`config.mk`:
```
export PLATFORM = sky130hd
export DESIGN_NAME = wait_state_seq
export DESIGN_NICKNAME = d
export VERILOG_FILES = /design/src/rtl/wsg_pkg.sv /design/src/rtl/wsg_pattern_pick.sv /design/src/rtl/wsg_shift_reg.sv /design/src/rtl/wait_state_seq.sv
export SDC_FILE = /design/constraint.sdc
export NUM_CORES = 1
export LEC_CHECK = 0
export BUFFER_PORTS_ARGS = -buffer_cell sky130_fd_sc_hd__buf_2
export CORE_MARGIN = 5
export CORE_UTILIZATION = 25
export CTS_CLUSTER_SIZE = 16
export DETAILED_ROUTE_END_ITERATION = 6
export GPL_TIMING_DRIVEN = 0
export PLACE_DENSITY = 0.41
export SETUP_SLACK_MARGIN = 0.3
export SYNTH_ARGS = -nofsm -noshare
export SYNTH_HDL_FRONTEND = slang
export SYNTH_SLANG_ARGS = --single-unit
```
`constraint.sdc`:
```
create_clock -name clk_ph2 -period 1.6 [get_ports clk_ph2]
set_input_delay 0.4 -clock clk_ph2 [delete_from_list [all_inputs] [get_ports clk_ph2]]
set_output_delay 0.4 -clock clk_ph2 [all_outputs]
set_load 0.01 [all_outputs]
```
`src/rtl/wsg_pkg.sv`:
```
package wsg_pkg;
  // Mode code is {c_hi, c_lo}; c_lo is tied high at the top level.
  typedef enum logic [1:0] {
    MODE_HOLD    = 2'b00,
    MODE_UPWARD  = 2'b01,  // shift toward bit W-1, fill bit 0
    MODE_DOWNWARD= 2'b10,  // shift toward bit 0, fill bit W-1
    MODE_LOAD    = 2'b11
  } shift_mode_e;
endpackage

```
`src/rtl/wsg_pattern_pick.sv`:
```
module wsg_pattern_pick #(
  parameter int NSEL = 4,
  parameter int W    = 8,
  parameter logic [NSEL*W-1:0] PATS = '1
) (
  input  logic [NSEL-1:0] sel,
  output logic [W-1:0]    pat
);
  // Descending walk so the lowest-numbered active select is applied last.
  always_comb begin
    pat = '1;
    for (int i = NSEL - 1; i >= 0; i--) begin
      if (sel[i]) pat = PATS[i*W +: W];
    end
  end
endmodule

```
`src/rtl/wsg_shift_reg.sv`:
```
module wsg_shift_reg
  import wsg_pkg::*;
#(
  parameter int W = 8
) (
  input  logic        clk,
  input  logic        rst_n,
  input  shift_mode_e mode,
  input  logic [W-1:0] par_in,
  input  logic        fill_lo,  // enters bit 0 on upward shift
  input  logic        fill_hi,  // enters bit W-1 on downward shift
  output logic [W-1:0] q
);
  always_ff @(posedge clk or negedge rst_n) begin
    if (!rst_n) begin
      q <= '1;
    end else begin
      unique case (mode)
        MODE_HOLD:     q <= q;
        MODE_UPWARD:   q <= {q[W-2:0], fill_lo};
        MODE_DOWNWARD: q <= {fill_hi, q[W-1:1]};
        MODE_LOAD:     q <= par_in;
        default:       q <= q;
      endcase
    end
  end
endmodule

```
`src/rtl/wait_state_seq.sv`:
```
module wait_state_seq
  import wsg_pkg::*;
#(
  parameter int NSEL = 4,
  parameter int W    = 8,
  parameter logic [NSEL*W-1:0] RDY_PATS = {8'h00, 8'h3F, 8'hFF, 8'h01},
  parameter logic [NSEL*W-1:0] STB_PATS = {8'h80, 8'hBF, 8'h7F, 8'h81}
) (
  input  logic            clk_ph2,
  input  logic            rst_n,
  input  logic [NSEL-1:0] sel_i,
  input  logic            rw_i,
  output logic            rdy_o,
  output logic            stb_en_n_o,
  output logic            rd_n_o,
  output logic            wr_n_o
);
  localparam int TOP = W - 1;

  logic [W-1:0] rdy_pat, stb_pat;
  logic [W-1:0] rdy_q, stb_q;
  shift_mode_e  mode;

  wsg_pattern_pick #(.NSEL(NSEL), .W(W), .PATS(RDY_PATS)) u_pick_rdy (
    .sel(sel_i), .pat(rdy_pat));
  wsg_pattern_pick #(.NSEL(NSEL), .W(W), .PATS(STB_PATS)) u_pick_stb (
    .sel(sel_i), .pat(stb_pat));

  // Ready register's top bit selects load (high) or upward shift (low).
  assign mode = shift_mode_e'({rdy_q[TOP], 1'b1});

  wsg_shift_reg #(.W(W)) u_rdy_sr (
    .clk(clk_ph2), .rst_n(rst_n), .mode(mode), .par_in(rdy_pat),
    .fill_lo(1'b1), .fill_hi(1'b1), .q(rdy_q));
  wsg_shift_reg #(.W(W)) u_stb_sr (
    .clk(clk_ph2), .rst_n(rst_n), .mode(mode), .par_in(stb_pat),
    .fill_lo(1'b1), .fill_hi(1'b1), .q(stb_q));

  assign rdy_o      = rdy_q[TOP];
  assign stb_en_n_o = stb_q[TOP];
  assign rd_n_o     = stb_en_n_o | ~rw_i;
  assign wr_n_o     = stb_en_n_o |  rw_i;

  // idle bus keeps ready high and strobe off
  p_idle_no_wait_r2: assert property (@(posedge clk_ph2) disable iff (!rst_n)
    (rdy_o && sel_i == '0) |=> (rdy_o && stb_en_n_o));

  // every wait edge adds exactly one 1 to the ready register
  p_fill_ones_r4: assert property (@(posedge clk_ph2) disable iff (!rst_n)
    !rdy_o |=> ($countones(rdy_q) == $countones($past(rdy_q)) + 1));

  // strobe register shifts on wait edges regardless of selects
  p_stb_shift_r6: assert property (@(posedge clk_ph2) disable iff (!rst_n)
    !rdy_o |=> ($countones(stb_q) ==
                $countones($past(stb_q)) - int'($past(stb_q[TOP])) + 1));

  // ready can only rise from the last-wait state
  p_rise_from_last_r3: assert property (@(posedge clk_ph2) disable iff (!rst_n)
    $rose(rdy_o) |-> ($past(rdy_q) == {1'b0, {(W-1){1'b1}}}));
endmodule

```
==> results.md <==
- For this run, the total global-route usage over all layers was measured as 0.0686.
- The core footprint is 1490 um2.
- STA classifies the critical path endpoint as a primary output.
- Summed over all failing endpoints, the final setup total negative slack is 0 ns.
- The commonest non-fill, non-tap cell in the layout is dfstp_2.
- The share of synthesized cell area in and, or, nand and nor gates is 0.264.
- Dividing the final minimum period by the clock period gives 0.877.
- The family of cells with the greatest summed delay on the critical path is flip-flops.
- The detailed router placed 288 vias in this run.
- The number of global-route vias before repair is 281.
- The share of the synthesized area in compound gates (AO/OA/AOI/OAI) is 0.0804.
- Before antenna repair, the detailed router went through 3 iterations.
- The detailed-route wire length per cell is about 12 um.
- Setup repair after global routing could not meet its margin everywhere.
- The depth of the CTS H-tree is 1.
- The main combinational cell family by area after synthesis is simple AND/OR/NAND/NOR gates.
- The cell area after technology mapping is 389 um2.
- The number of buffers inserted by port buffering is 10.
- The slew at the pin closest to its max-slew limit is 0.210 ns.
- The largest net degree at the start of global routing is 11.
- The worst setup path is launched from a register.
- Dividing the detail-routed via count by the number of cells gives 4.50.
- Buffers inserted during clock tree synthesis total 3.
- The number of cells produced by synthesis is 33.
- The class of the most critical hold timing path is in -> async.
- The clock net in this run drives a total of 9 sinks.
- Compared with the post-synthesis result, the final layout area differs by 36.0%.
- The placed wire-length estimate is 550 um.
- In this run the tightest slew margin relative to its limit is 0.860.
- The signal on the critical path passes through nand2b_4 > buf_6.
- The initial antenna violation count came to 0.
- The flow ran to the end, and the final reports show no timing, DRC or antenna violations.
- Subtracting the final worst setup slack from the clock period gives 1.40 ns.
- The sum of overflow across all layers after global routing is 0.
- Hold timing on the final database bottoms out at a slack of 0.202 ns.
- The first-pass GRT wire length is ~1.2 mm.
- The final count of pins violating max slew is 0.
- After detailed routing, the number of remaining DRC violations is 0.
- The number of hold violations in the final report is 0.
- The number of register bits inferred by synthesis is 9.
- The number of hold buffers added after CTS was 0.
- The top cell types in the final layout, fill and taps aside, are dfstp_2 (9), buf_2 (7), nor2_1 (5), nor3_1 (5), buf_6 (4).
- The number of stages on the worst setup path is 2.
- The total die area is between 2000 and 2500 um2.
- The count of final setup violators is 0.
- In this run the static leakage power is 0.238 nW.
- Wires add up to 751 um.
- Of the synthesized area, sequential elements account for 0.608.
- The count of cell types in the netlist is 14.
- The number of primary I/O pins is 11.
- The floorplan step set the die height to 49.5 um.
- The later pin in the worst-skew pair is clocked with a latency of roughly 0.26 ns.
- The fmax is 0.712 GHz.
- The largest single stage delay on the critical path is 0.54 ns.
- The average instance in the mapped netlist occupies 11.8 um2.
- The number of nets in the synthesized netlist is 40.
- The post-synthesis xor/xnor area fraction is 0.
- The post-detailed-route count of antenna-violating nets is 0.
- The number of violations reported at the end of detailed-routing iteration 0 is 4.
- At the worst endpoint, the arrival time is 1.00 ns.
- Of the total synthesized cell area, the portion taken by full adders, half adders and majority gates is 0.
- The clock tree buffer depth is 2.
- From left edge to right edge, the die measures 49.5 um.
- The congestion estimate from routability-driven global placement came to 0.719.
- Among all stages on the critical path, the largest delay is contributed by dfstp_2.
- Before CTS, the worst setup slack after placement is 0.291 ns.
- Dividing total power by cell area gives a power density of 1820 nW/um2.
- The reported max-cap violation count is 0.
- The Yosys warning count is 0.
- The final-stage net count is 56.
- The clock tree from TritonCTS is yes.
- After layout, the worst setup slack is 0.196 ns.
- The post-synthesis mux area share is 0.
- The placement row count is 14.
- The number of filler cells placed in the layout is 147.
- The share of layout cells above drive strength 1 is 0.625.
- The kind of critical path is reg -> out.
- The clock arrives with 0.00656 ns of skew.
- Counting cells, the worst reg-to-reg path comes to 3.
- The starting density of the core is 0.261.
- The root cell of the clock tree is clkbuf_4.
- STA puts the critical path data required time at around 1.2 ns.
- In this run the worst path has a maximum fanout of 3.
- The clock input transition at the sequential cells of the worst setup and hold paths is roughly 0.060 ns.
- The worst vdd rail ir drop is 744 uV.
- 0 antenna diodes ended up in the layout.
- Counting both buffers and inverters, the worst setup path holds a total of 1.
[per-layer routing]
| metal | share of wire | global-route usage | vias up | wire length, um |
|---|---|---|---|---|
| li1 | - | - | 143 | - |
| met1 | 0.42 | 0.0749 | 133 | 315 |
| met2 | 0.47 | 0.0923 | 10 | 352 |
| met3 | 0.092 | 0.0542 | 2 | 69 |
| met4 | 0.017 | 0.0393 | 0 | 13 |
| met5 | 0 | 0 | - | 0 |
[cell usage after synthesis]
library cell,count,area [um2]
dfstp_2,9,236
nor2_1,5,18.8
nor3_1,5,25.0
inv_1,3,11.3
o22ai_1,2,12.5
and2_1,1,6.26
and4bb_4,1,16.3
buf_4,1,7.51
nand2b_1,1,6.26
nand2b_4,1,13.8
o21ba_2,1,10.0
o22a_1,1,8.76
or2_2,1,6.26
or4b_1,1,10.0
[worst reg2reg max path: stages, from the launching register on]
cell	delay (ns)
dfstp_2	0.54
buf_6	0.10
nand2b_4	0.06
or4b_4	0.48
[cell type report]
class / instances / area (um2) / share of cell area
clock buffer: 4 / 26.3 / 0.0496
timing repair buffer: 11 / 80.1 / 0.151
inverter: 3 / 11.3 / 0.0213
tap: 16 / 20.0 / 0.0378
buffer: 1 / 7.51 / 0.0142
multi-input combinational: 20 / 148 / 0.279
sequential: 9 / 236 / 0.447
[per-stage QoR]
stage	power, mW	util	instance area, um2	cells
floorplan	0.630	-	389	33
global placement	0.711	0.308	459	59
detailed placement	0.718	0.308	459	59
CTS	0.966	0.350	522	64
global route	1.03	0.355	529	64
finish	0.963	0.355	529	64
[registers in the layout, summed over array words and instances (netlist names)]
signal      cells
u_stb_sr.q      6
u_rdy_sr.q      3
[what timing repair did]
item                       4_1_cts  5_1_grt
resized for setup                5        2
setup buffers                    1        0
gates cloned                     0        0
setup endpoints to repair        4        5
[path summary, 6_finish.rpt]
kind / start / end / slack (ns)
max reg2reg: u_rdy_sr.q[7] / u_rdy_sr.q[0] / 0.32
min in group clk_ph2: sel_i[2] / u_rdy_sr.q[0] / 0.39
min: rst_n / u_stb_sr.q[7] / 0.20
max in group asynchronous: rst_n / u_stb_sr.q[4] / 1.37
min reg2reg: u_rdy_sr.q[6] / u_rdy_sr.q[7] / 0.48
max: u_stb_sr.q[7] / rd_n_o / 0.20
[report_power, final]
part	switching (mW)	internal [mW]	total [mW]
registers	0.0384	0.394	0.432
clock network	0.0788	0.0961	0.175
logic	0.161	0.196	0.356
[logic make-up after synthesis]
group	Yosys count
flops	9
simple gates	16
compound gates	4
buf+inv	4
(Power assumes the default switching activity.)
